**src/rtl/pstat_pkg.sv**
```systemverilog
package pstat_pkg;

   // condition flags occupy the low bits of the word
   localparam int unsigned FLAG_N     = 3;
   localparam int unsigned FLAG_CARRY = 0;
   localparam int unsigned FLAG_HALF  = 1;
   localparam int unsigned FLAG_ZERO  = 2;

   // reset-cause pair sits directly above the flags
   localparam int unsigned CAUSE_IDLE_BIT = FLAG_N;
   localparam int unsigned CAUSE_TMO_BIT  = FLAG_N + 1;
   localparam int unsigned BANK_LSB       = FLAG_N + 2;

   typedef struct packed {
      logic por;
      logic expire;
      logic sleep;
      logic clr;
   } cause_ev_t;

   typedef enum logic [2:0] {
      CA_HOLD,
      CA_POR,
      CA_EXPIRE,
      CA_SLEEP,
      CA_CLR
   } cause_act_e;

endpackage

```
**src/rtl/pstat_flag_cell.sv**
```systemverilog
// One condition flag: the ALU update outranks the bus write, reset freezes it.
module pstat_flag_cell (
   input  logic clk_i,
   input  logic run_i,
   input  logic upd_i,
   input  logic alu_i,
   input  logic wr_i,
   input  logic bus_i,
   output logic q_o
);
   logic nxt;

   always_comb begin
      nxt = q_o;
      if (run_i) begin
         if (upd_i)
            nxt = alu_i;
         else if (wr_i)
            nxt = bus_i;
      end
   end

   always_ff @(posedge clk_i) begin
      q_o <= nxt;
   end
endmodule

```
**src/rtl/pstat_cause.sv**
```systemverilog
// Reset-cause pair; software has no path into it.
module pstat_cause
   import pstat_pkg::*;
(
   input  logic      clk_i,
   input  cause_ev_t ev_i,
   output logic      tmo_o,
   output logic      idle_o
);
   cause_act_e act;
   logic       tmo_nxt;
   logic       idle_nxt;

   always_comb begin
      if (ev_i.por)         act = CA_POR;
      else if (ev_i.expire) act = CA_EXPIRE;
      else if (ev_i.sleep)  act = CA_SLEEP;
      else if (ev_i.clr)    act = CA_CLR;
      else                  act = CA_HOLD;
   end

   always_comb begin
      tmo_nxt  = tmo_o;
      idle_nxt = idle_o;
      unique case (act)
         CA_POR:    begin tmo_nxt = 1'b1; idle_nxt = 1'b1; end
         CA_EXPIRE: begin tmo_nxt = 1'b0; end
         CA_SLEEP:  begin tmo_nxt = 1'b1; idle_nxt = 1'b0; end
         CA_CLR:    begin tmo_nxt = 1'b1; idle_nxt = 1'b1; end
         default:   begin end
      endcase
   end

   always_ff @(posedge clk_i) begin
      tmo_o  <= tmo_nxt;
      idle_o <= idle_nxt;
   end
endmodule

```
**src/rtl/pstat_bank.sv**
```systemverilog
// Bank select field; the reset style is picked by a parameter.
module pstat_bank #(
   parameter int unsigned W         = 2,
   parameter bit          ASYNC_RST = 1'b1
) (
   input  logic         clk_i,
   input  logic         rst_ni,
   input  logic         we_i,
   input  logic [W-1:0] d_i,
   output logic [W-1:0] q_o
);
   generate
      if (W < 1) begin : g_bad_w
         $error("pstat_bank: W must be at least 1");
      end

      if (ASYNC_RST) begin : g_async
         always_ff @(posedge clk_i or negedge rst_ni) begin
            if (!rst_ni)   q_o <= '0;
            else if (we_i) q_o <= d_i;
         end
      end else begin : g_sync
         always_ff @(posedge clk_i) begin
            if (!rst_ni)   q_o <= '0;
            else if (we_i) q_o <= d_i;
         end
      end
   endgenerate
endmodule

```
**src/rtl/pstat_arb.sv**
```systemverilog
module pstat_arb
   import pstat_pkg::*;
#(
   parameter int unsigned DATA_W     = 8,
   parameter int unsigned DIR_BANK_W = 2,
   parameter int unsigned IND_BANK_W = 1,
   parameter bit          ASYNC_RST  = 1'b1
) (
   input  logic              clk_i,
   input  logic              rst_ni,
   input  logic              wr_en_i,
   input  logic [DATA_W-1:0] wr_data_i,
   input  logic [FLAG_N-1:0] alu_upd_i,
   input  logic [FLAG_N-1:0] alu_flags_i,
   input  logic              por_i,
   input  logic              wdt_expire_i,
   input  logic              sleep_i,
   input  logic              wdt_clr_i,
   output logic [DATA_W-1:0] stat_o
);
   localparam int unsigned DIR_LSB = BANK_LSB;
   localparam int unsigned IND_LSB = DIR_LSB + DIR_BANK_W;
   localparam int unsigned REG_W   = IND_LSB + IND_BANK_W;

   generate
      if (REG_W != DATA_W) begin : g_bad_width
         $error("pstat_arb: field widths do not add up to DATA_W");
      end
      if (DIR_BANK_W < 1 || IND_BANK_W < 1) begin : g_bad_bank
         $error("pstat_arb: each bank field needs at least one bit");
      end
   endgenerate

   logic [FLAG_N-1:0]     flag_q;
   logic [DIR_BANK_W-1:0] dir_q;
   logic [IND_BANK_W-1:0] ind_q;
   logic                  tmo_q;
   logic                  idle_q;
   cause_ev_t             ev;

   // bus data on the cause bits goes nowhere by design
   logic unused_cause_wr;
   assign unused_cause_wr = ^wr_data_i[CAUSE_TMO_BIT:CAUSE_IDLE_BIT];

   generate
      for (genvar i = 0; i < FLAG_N; i++) begin : g_flag
         pstat_flag_cell u_flag (
            .clk_i (clk_i),
            .run_i (rst_ni),
            .upd_i (alu_upd_i[i]),
            .alu_i (alu_flags_i[i]),
            .wr_i  (wr_en_i),
            .bus_i (wr_data_i[i]),
            .q_o   (flag_q[i])
         );
      end
   endgenerate

   always_comb begin
      ev.por    = por_i;
      ev.expire = wdt_expire_i;
      ev.sleep  = sleep_i;
      ev.clr    = wdt_clr_i;
   end

   pstat_cause u_cause (
      .clk_i  (clk_i),
      .ev_i   (ev),
      .tmo_o  (tmo_q),
      .idle_o (idle_q)
   );

   pstat_bank #(.W(DIR_BANK_W), .ASYNC_RST(ASYNC_RST)) u_dir (
      .clk_i  (clk_i),
      .rst_ni (rst_ni),
      .we_i   (wr_en_i),
      .d_i    (wr_data_i[DIR_LSB +: DIR_BANK_W]),
      .q_o    (dir_q)
   );

   pstat_bank #(.W(IND_BANK_W), .ASYNC_RST(ASYNC_RST)) u_ind (
      .clk_i  (clk_i),
      .rst_ni (rst_ni),
      .we_i   (wr_en_i),
      .d_i    (wr_data_i[IND_LSB +: IND_BANK_W]),
      .q_o    (ind_q)
   );

   always_comb begin
      stat_o                           = '0;
      stat_o[FLAG_N-1:0]               = flag_q;
      stat_o[CAUSE_IDLE_BIT]           = idle_q;
      stat_o[CAUSE_TMO_BIT]            = tmo_q;
      stat_o[DIR_LSB +: DIR_BANK_W]    = dir_q;
      stat_o[IND_LSB +: IND_BANK_W]    = ind_q;
   end
endmodule

```
**config.mk**
```make
export PLATFORM = sky130hd
export DESIGN_NAME = pstat_arb
export DESIGN_NICKNAME = d
export VERILOG_FILES = /design/src/rtl/pstat_pkg.sv /design/src/rtl/pstat_flag_cell.sv /design/src/rtl/pstat_cause.sv /design/src/rtl/pstat_bank.sv /design/src/rtl/pstat_arb.sv
export SDC_FILE = /design/constraint.sdc
export NUM_CORES = 1
export LEC_CHECK = 0
export BUFFER_PORTS_ARGS = -buffer_cell sky130_fd_sc_hd__buf_4
export CORE_AREA = 2 2 39 41
export CTS_CLUSTER_DIAMETER = 60
export DETAILED_ROUTE_END_ITERATION = 16
export DIE_AREA = 0 0 41 43
export PLACE_DENSITY = 0.61
export SLEW_MARGIN = 0
export SYNTH_ARGS = -nofsm -noshare
export SYNTH_HDL_FRONTEND = slang
export SYNTH_HIERARCHICAL = 1
export SYNTH_SLANG_ARGS = --single-unit
```
**constraint.sdc**
```tcl
create_clock -name clk_i -period 2.1 [get_ports clk_i]
set_input_delay 0.315 -clock clk_i [delete_from_list [all_inputs] [get_ports clk_i]]
set_output_delay 0.315 -clock clk_i [all_outputs]
set_load 0.005 [all_outputs]
```
==> results.md, run 1 <==
* Worst Path Required at around 2100 ps
* Power per standard cell area at ~640 nW/um^2
* R2r setup slk at 1310 ps
* Unrepaired setup endpoints after global routing: no
* Sequential power share at 48.3%
* Clock Power Share at 30.9%
* Leak Pwr at a little under 0.0003 uW
* Worst Setup SP: rst_ni
* TritonCTS clock tree: built
* Synth area leader: edfxtp_1
* Tightest Pin Transition at ~140 ps
* Placed cell count at 66
* Die H at ~43 microns
* Synthesized cell area at between 300 and 400 sq um
* Net Switching at between 80 and 90 uW
* Diode count at 0
* Setup crit end: g_flag[2].u_flag/q_o
* Final worst path period share at 54.8%
* Logic pwr share at roughly a fifth
* Total CTS buffers at 3
* Setup violators final at 0
* Sequential-to-total area share from yosys stat at between 50 and 60%
* Cells after synthesis at 27
* Clk sinks at 8
* DRC at 0
* Post-Syn Area per Cell at approximately 14 sq um
* Count of different cell masters after synthesis at 10
* Initial Util at between 20% and 30%
* Async SR Flop Fraction at 37.5%
* PortBufs at 26
* Final hold viol count at 0
* Remaining antenna violation count at 0
* Synth cell count leaders: edfxtp_1 (5), mux2_4 (4)
* First-pass GRT wire length at ~1100 microns
* Via count at 308
* Slew HR at 90.6%
* Final wirelength at approximately 800 microns
* Die Span X at just over 40 microns
* Area contributors post-synth: edfxtp_1 (38%), dfrtp_1 (19%), mux2_4 (15%)
* Yosys warnings at 6
* Number of post-CTS setup repair buffers at 0
* H-tree depth reported by CTS at 1
* Final setup TNS at 0 ps
* Worst min path class: in2reg
* Count leader, synth: edfxtp_1
* GRT Overall Usage at between 10% and 20%
* R2R Path Start: u_ind/q_o
* Final Max Slew Viols at 0
* Max_cap viols at 0
* Reg2Reg Depth at 1
* Clock transition at path regs at 50 ps
* Final Util at ~45%
* Worst setup EP type: register
* Die area at ~1800 sq um
* Longest Clk Path Bufs at 2
* Violation count after the first detailed-route iteration at 0
* Layout overhead on the synthesized area at 58.7%
* Vias in the first global route at about 320
* Run status: finished, final reports clean
* Vias per cell at 4.34
* Fmax at between 800 and 900 MHz
* Maximum vdd drop at just under 0.0003 V
* CTS root buf: clkbuf_4
* WL per Instance at approximately 11 microns
* CP arrival at roughly 1100 ps
* # rows at 14
* FF-to-FF End: u_ind/q_o
* Num ports at 29
* Worst skew pair latency at ~250 ps
* P_int at around 310 uW
* Sw Ratio at just over 20%
* Synth Register Bits at 8
* Number of synthesized flops with an enable pin at 5
* Share of layout cells above drive strength 1 at 63.6%
* Fillers at 148
* Post-synth top flop: edfxtp_1
* Mapped Nets at 48
* Placer Congestion at around 0.7
* Largest net degree at the start of global routing at 7
* Yosys top cell area share at between 30% and 40%
* Setup Crit Path Kind: in2reg
* Net count, final at 77
* Min cycle time layout at around 1200 ps
* # resized after CTS at 0
* Remaining Overflow, GRT at 0
* Initial antenna violation count at 0
* Final non-filler cell total at 71
* Total core area at 1380 sq um
* Crit-path max FO at 6
* Clock skew at 0 ps
* Drt pass-1 iters at 1
* Crit path launch type: input pin
## metal layers
layer  share of wire, %  global-route usage (%)  vias to the layer above
met1                 35                    8.39                      138
met4                  0                    6.00                        0
li1                   -                       -                      155
met2                 52                    17.5                       15
met5                  0                       0                        -
met3                 12                    4.71                        0
## area by class of cell
type	instances	area (sq um)	share of cell area, %
clock buffer	4	26.3	4.24
sequential	8	225	36.4
tap	16	20.0	3.23
multi-input combinational	16	143	23.0
timing repair buffer	27	205	33.1
## timing repair
| item | CTS | global route |
|---|---|---|
| setup endpoints to repair | 0 | 0 |
| hold buffers | 1 | 0 |
| hold endpoints to repair | 3 | 0 |
## registers in the layout, summed over array words and instances, names as in the netlist
| signal | flops |
|---|---|
| g_flag.u_flag/q_o | 3 |
| u_cause/tmo_o | 1 |
| u_ind/q_o | 1 |
| u_dir/q_o | 2 |
| u_cause/idle_o | 1 |
## power by group through the flow
stage	Clock [uW]	Combinational [uW]	Sequential [uW]
final	122	82.4	191
after global routing	137	89.1	193
after CTS	128	84.1	191
after detailed placement	0	82.4	194
after global placement	0	80.7	194
after floorplan	0	31.4	194
## worst min path at each step
stage	startpoint	end	slack, ps	cells after the start
6_report	wr_data_i[5]	u_dir/q_o[0]	300	2
5_1_grt	wr_data_i[5]	u_dir/q_o[0]	290	2
4_1_cts	wr_data_i[5]	u_dir/q_o[0]	290	2
3_5_place_dp	rst_ni	u_dir/q_o[1]	120	1
3_3_place_gp	rst_ni	u_ind/q_o	120	1
2_1_floorplan	rst_ni	u_dir/q_o[0]	20	0
## critical path, cell delays in order
cell           delay, ps
dlygate4sd3_1        530
buf_4                140
o21a_1               130
## logic make-up (layout without fill, tap and decap cells)
| group | count (synthesis) | in the layout | synth area share (%) |
|---|---|---|---|
| flops | 8 | 8 | 57.7 |
| compound gates | 6 | 6 | 11.5 |
| mux | 6 | 6 | 21.2 |
| simple gates | 4 | 4 | 3.85 |
| buf+inv | 3 | 31 | 5.77 |
## cell usage in the layout, fill, tap and decap left out
master and instances:
a21o_1 1, buf_4 26, clkbuf_1 1, clkbuf_4 3, dfrtp_1 3, dlygate4sd3_1 1, edfxtp_1 5, mux2_2 2
mux2_4 4, nand2_1 1, nor2_1 3, o21a_1 3, o21bai_1 2
## per-stage QoR
stage          hold slack, ps  total power (uW)  cell area (sq um)  worst slack, ps
3_3_place_gp              121               274                583             1120
5_1_grt                   293               419                619              936
6_report                  297               395                619              950
4_1_cts                   288               404                619              956
3_5_place_dp              122               277                583             1110
2_1_floorplan            19.4               225                390             1260
Power figures use the tool's default switching activity.
==> run 2, diff against run 1 <==
--- a/config.mk
+++ b/config.mk
@@ -10,7 +10,7 @@
 export CTS_CLUSTER_DIAMETER = 60
 export DETAILED_ROUTE_END_ITERATION = 16
 export DIE_AREA = 0 0 41 43
-export PLACE_DENSITY = 0.61
+export PLACE_DENSITY = 0.64
 export SLEW_MARGIN = 0
 export SYNTH_ARGS = -nofsm -noshare
 export SYNTH_HDL_FRONTEND = slang
==> constraint.sdc (replaced) <==
create_clock -name clk_i -period 0.9 [get_ports clk_i]
set_input_delay 0.135 -clock clk_i [delete_from_list [all_inputs] [get_ports clk_i]]
set_output_delay 0.135 -clock clk_i [all_outputs]
set_load 0.005 [all_outputs]
==> run 2 against run 1 <==
Net effect:
- highest routed layer unchanged
- critical path type is now reg2out
- clock-buffer cell count unchanged
- global-route usage is 0.31 points higher
- non-clock buffer count is 1 higher
- combinational power rose to 2.6 times the previous value
- sequential cell count did not move
- wire length rose by 6.6%
- first-iteration DRC count rose by 3
- critical path depth is 2 lower
- cell count up 1.4%
- design area increased by 4.2%
- hold slack got worse by 180 ps
==> results.md, run 2 (synthesis results as in run 1) <==
* Clk sinks at 8
* CP arrival at between 700 and 800 ps
* Min cycle time layout at about 900 ps
* Die H at between 40 and 50 microns
* Final worst path period share at roughly 100%
* WL per Instance at 11.9 microns
* Placed cell count at 66
* Fillers at 128
* Longest Clk Path Bufs at 2
* DRC at 0
* Num ports at 29
* TritonCTS clock tree: built
* Most frequent cells in the layout: buf_4 (22), edfxtp_1 (5), buf_6 (5)
* Max_cap viols at 0
* Unrepaired setup endpoints after global routing: yes
* R2R Path Start: u_dir/q_o[0]
* Critical Path Max Stage Delay at between 300 and 400 ps
* Crit-path max FO at 1
* Diode count at 0
* Kind of cell adding the most delay to the critical path: flip-flops
* Fmax at 1120 MHz
* Crit path launch type: register
* Total core area at 1380 sq um
* Most common cell after layout, fill and taps aside: buf_4
* Slew HR at 89.7%
* Worst skew pair latency at 240 ps
* Worst hold path stage count at 2
* Drt pass-1 iters at 3
* Final hold viol count at 0
* Power per standard cell area at around 1500 nW/um^2
* Total CTS buffers at 3
* Final Util at between 40% and 50%
* FF-to-FF End: u_dir/q_o[0]
* Tightest Pin Transition at ~150 ps
* Setup violators final at 0
* Share of layout cells above drive strength 1 at between 60% and 70%
* Slowest-stage cell, CP: edfxtp_1
* Initial Util at between 20% and 30%
* Clock skew at 0 ps
* Final Max Slew Viols at 0
* Largest net degree at the start of global routing at 7
* H-tree depth reported by CTS at 1
* Maximum vdd drop at ~0.00058 V
* Final non-filler cell total at just over 70
* Vias per cell at ~4.3
* First-pass GRT wire length at 1210 microns
* Final wirelength at roughly 860 microns
* Vias in the first global route at between 300 and 400
* Final setup TNS at 0 ps
* Hold EP: u_dir/q_o[1]
* Worst Path Required at roughly 760 ps
* Reg2Reg Depth at 2
* Placer Congestion at roughly 0.7
* Layout overhead on the synthesized area at 65.4%
* PortBufs at 26
* Die area at roughly 1800 sq um
* Clock transition at path regs at around 60 ps
* Setup Crit Path Kind: reg2out
* Critical path buffers and inverters at 1
* Worst min path class: in2reg
* GRT Overall Usage at about a tenth
* Remaining antenna violation count at 0
* Die Span X at approximately 41 microns
* # rows at 14
* Run status: finished, final reports clean
* Leak Pwr at a little over 0.0003 uW
* Largest regs: g_flag.u_flag/q_o: 3 flops, u_dir/q_o: 2 flops
* Net count, final at 78
* Hold path start: wr_data_i[6]
* Remaining Overflow, GRT at 0
* CTS root buf: clkbuf_4
* Hold WS at 118 ps
* Violation count after the first detailed-route iteration at 3
* Initial antenna violation count at 0
* Worst path cell trace: buf_6
* R2r setup slk at about 10 ps
* Max reg flops at 3
* Reg with most FFs: g_flag.u_flag/q_o
* Via count at ~310
* Worst setup EP type: output pin
==> run 2: area by class of cell <==
class / instances / area (sq um) / area share [%]
Clock buffer: 4 / 26.3 / 4.07
Sequential cell: 8 / 225 / 34.9
Tap cell: 16 / 20.0 / 3.10
Multi-Input combinational cell: 16 / 143 / 22.1
Timing Repair Buffer: 28 / 231 / 35.9
==> run 2: power breakdown <==
group | internal (uW) | switching (uW)
clock network | 169 | 115
logic | 152 | 59.2
registers | 432 | 18.7
==> run 2: stage by stage <==
| step | worst slack, ps | total power, uW | area (sq um) |
|---|---|---|---|
| 5_1_grt | -38.3 | 1000 | 646 |
| 2_1_floorplan | 163 | 525 | 390 |
| 6_report | 4.03 | 946 | 646 |
| 3_3_place_gp | 96.1 | 638 | 583 |
| 4_1_cts | -8.87 | 947 | 627 |
| 3_5_place_dp | 98.1 | 643 | 583 |
==> run 2: worst max-delay path by stage <==
| stage | start | cells after the start | end |
|---|---|---|---|
| 6_report | g_flag[0].u_flag/q_o | 1 | stat_o[0] |
| 2_1_floorplan | u_dir/q_o[0] | 1 | u_dir/q_o[0] |
| 4_1_cts | g_flag[0].u_flag/q_o | 1 | stat_o[0] |
| 3_5_place_dp | alu_upd_i[0] | 2 | g_flag[0].u_flag/q_o |
| 5_1_grt | u_cause/idle_o | 1 | stat_o[3] |
| 3_3_place_gp | alu_upd_i[2] | 2 | g_flag[2].u_flag/q_o |
==> run 2: repair_timing <==
action / CTS / global route
resized for setup: 2 / 3
hold buffers: 1 / 0
endpoints found under the hold margin: 3 / 0
setup endpoints to repair: 5 / 8
buffers inserted: 0 / 1
==> run 2: layer usage <==
metal  vias to the layer above  global-route usage, %  part of all wire (%)
li1                        153                      -                     -
met1                       142                   10.7                    36
met2                        17                   16.6                    51
met3                         0                   5.76                    13
met4                         0                   4.00                     0
met5                         -                      0                     0
==> run 3, diff against run 2 <==
--- a/config.mk
+++ b/config.mk
@@ -11,8 +11,8 @@
 export DETAILED_ROUTE_END_ITERATION = 16
 export DIE_AREA = 0 0 41 43
 export PLACE_DENSITY = 0.64
+export RECOVER_POWER = 50
 export SLEW_MARGIN = 0
 export SYNTH_ARGS = -nofsm -noshare
 export SYNTH_HDL_FRONTEND = slang
-export SYNTH_HIERARCHICAL = 1
 export SYNTH_SLANG_ARGS = --single-unit
==> run 3 against run 2 <==
Net effect:
- critical endpoint is now stat_o[6]
- non-clock buffer count decreased by 1
- global-route usage decreased by 0.70 points
- synthesized area increased by 1.9%
==> results.md, run 3 <==
* Final hold viol count at 0
* Total core area at about 1400 sq um
* Synthesized cell area at between 300 and 400 sq um
* Kind of cell adding the most delay to the critical path: flip-flops
* GRT Overall Usage at a little under 10%
* P_int at ~730 uW
* Number of post-CTS setup repair buffers at 0
* Reg with most FFs: g_flag.u_flag.q_o
* Area after DPL at ~570 sq um
* TritonCTS clock tree: built
* FF-to-FF End: u_dir.q_o[1]
* Mapped Nets at between 50 and 60
* Slew HR at 81.9%
* Clk sinks at 8
* Run status: finished, final reports clean
* WL per Instance at about 10 microns
* Synth Register Bits at 8
* Max reg flops at 3
* Placer Congestion at between 0.6 and 0.7
* Crit path launch type: register
* Share of layout cells above drive strength 1 at between 50 and 60%
* Net count, final at a little under 80
* Yosys warnings at 0
* Worst skew pair latency at ~240 ps
* DRC at 0
* Sequential-to-total area share from yosys stat at 56.6%
* Die area at 1760 sq um
* Worst Path Required at approximately 760 ps
* Synth area leader: edfxtp_1
* Largest net degree at the start of global routing at 7
* Setup crit end: stat_o[6]
* Setup Crit Path Kind: reg2out
* Final Max Slew Viols at 0
* Vias per cell at roughly 4.2
* Most common cell after layout, fill and taps aside: buf_4
* Worst min path class: in2reg
* Min cycle time layout at just under 900 ps
* Longest Clk Path Bufs at 2
* Die Span X at 41 microns
* Final worst path period share at 98.8%
* Vias in the first global route at about 310
* PortBufs at 26
* Critical Path Max Stage Delay at 390 ps
* Post-synth top flop: edfxtp_1
* CP arrival at 750 ps
* Crit-path max FO at 2
* Sequential power share at 48.5%
* Fmax at 1120 MHz
* Leak Pwr at ~0.00027 uW
* Number of synthesized flops with an enable pin at 5
* Drt pass-1 iters at 4
* Worst hold path stage count at 2
* Initial antenna violation count at 0
* Remaining antenna violation count at 0
* Tightest Pin Transition at approximately 270 ps
* Max_cap viols at 0
* Unrepaired setup endpoints after global routing: yes
* Worst Setup SP: u_dir.q_o[1]
* Fillers at ~130
* Diode count at 0
* Area contributors post-synth: edfxtp_1 (38%), dfrtp_1 (19%), mux2_2 (17%)
* Remaining Overflow, GRT at 0
* Die H at 43 microns
* Clock skew at 0 ps
* Final setup TNS at 0 ps
* Hpwl dp at between 600 and 700 microns
* R2r setup slk at between 100 and 150 ps
* Via count at between 200 and 300
* Setup violators final at 0
* Num ports at 29
* Total CTS buffers at 3
* Slowest-stage cell, CP: dfrtp_1
* CTS root buf: clkbuf_4
* Worst path cell trace: buf_6
* Worst setup EP type: output pin
* Async SR Flop Fraction at 37.5%
* Count of different cell masters after synthesis at 9
* Layout overhead on the synthesized area at 51.9%
* Critical path buffers and inverters at 1
* Most frequent cells in the layout: buf_4 (19), mux2_2 (6), edfxtp_1 (5)
* Cells after synthesis at 30
* Net Switching at ~190 uW
* Post-Syn Area per Cell at roughly 13 sq um
* Final instance area at between 600 and 700 sq um
* # rows at 14
* Sw Ratio at about a fifth
* First-pass GRT wire length at ~1100 microns
* Clock Power Share at 31.8%
* H-tree depth reported by CTS at 1
* CP Depth at 1
* Largest regs: g_flag.u_flag.q_o: 3 flops, u_dir.q_o: 2 flops
* Power per standard cell area at around 1500 nW/um^2
* Logic pwr share at 19.8%
* Reg2Reg Depth at 1
* R2R Path Start: u_dir.q_o[1]
* Maximum vdd drop at around 0.0006 V
* Yosys top cell area share at 37.7%
* Violation count after the first detailed-route iteration at 2
* Synth cell count leaders: buf_4 (6), mux2_2 (6), edfxtp_1 (5)
* Clock transition at path regs at approximately 50 ps
* Initial Util at ~29%
* Final wirelength at 730 microns
run 3: stage by stage:
stage	total power, uW	setup WS [ps]	instances	hold WS (ps)	util (%)
2_1_floorplan	533	163	30	-161	-
3_3_place_gp	626	103	66	-59.4	41.0
3_5_place_dp	630	95.6	66	-58.5	41.0
4_1_cts	939	-3.44	71	114	43.9
5_1_grt	978	-28.2	71	119	43.7
6_report	919	10.6	71	123	43.7
run 3: logic make-up (layout without fill, tap and decap cells):
logic type	Yosys count	count (layout)	synth area share, %
multiplexers	6	6	17.0
AO/OA/AOI/OAI	6	6	11.3
AND/OR/NAND/NOR	4	4	3.77
flip-flops	8	8	56.6
buffers and inverters	6	31	11.3
run 3: what timing repair did:
item | CTS | global route
endpoints found under the setup margin | 1 | 8
endpoints found under the hold margin | 3 | 0
pin swaps | 0 | 0
resized for setup | 1 | 2
hold buffers | 1 | 0
run 3: worst min path at each step:
| stage | startpoint | end | slack [ps] |
|---|---|---|---|
| 2_1_floorplan | rst_ni | u_dir.q_o[0] | -160 |
| 5_1_grt | wr_data_i[7] | u_ind.q_o | 120 |
| 3_3_place_gp | rst_ni | u_dir.q_o[0] | -60 |
| 3_5_place_dp | rst_ni | u_dir.q_o[0] | -60 |
| 4_1_cts | wr_data_i[5] | u_dir.q_o[0] | 110 |
| 6_report | wr_data_i[5] | u_dir.q_o[0] | 120 |
run 3: final cells by class:
type	count	area, sq um	area share [%]
Timing Repair Buffer	27	205	34.0
Clock buffer	4	26.3	4.35
Sequential cell	8	225	37.3
Multi-Input combinational cell	16	128	21.1
Tap cell	16	20.0	3.31
run 3: power by group through the flow:
stage	Clock (uW)	Combinational [uW]	Sequential, uW
2_1_floorplan	0	83.6	449
3_3_place_gp	0	177	449
3_5_place_dp	0	180	450
4_1_cts	309	186	443
5_1_grt	327	203	448
6_report	292	182	445
run 3: layer usage:
layer,vias to the layer above,GRT usage [%],share of wire (%)
met5,-,0,0
met3,0,3.14,9.0
met1,132,10.4,38
li1,153,-,-
met4,0,4.00,0
met2,13,16.3,53
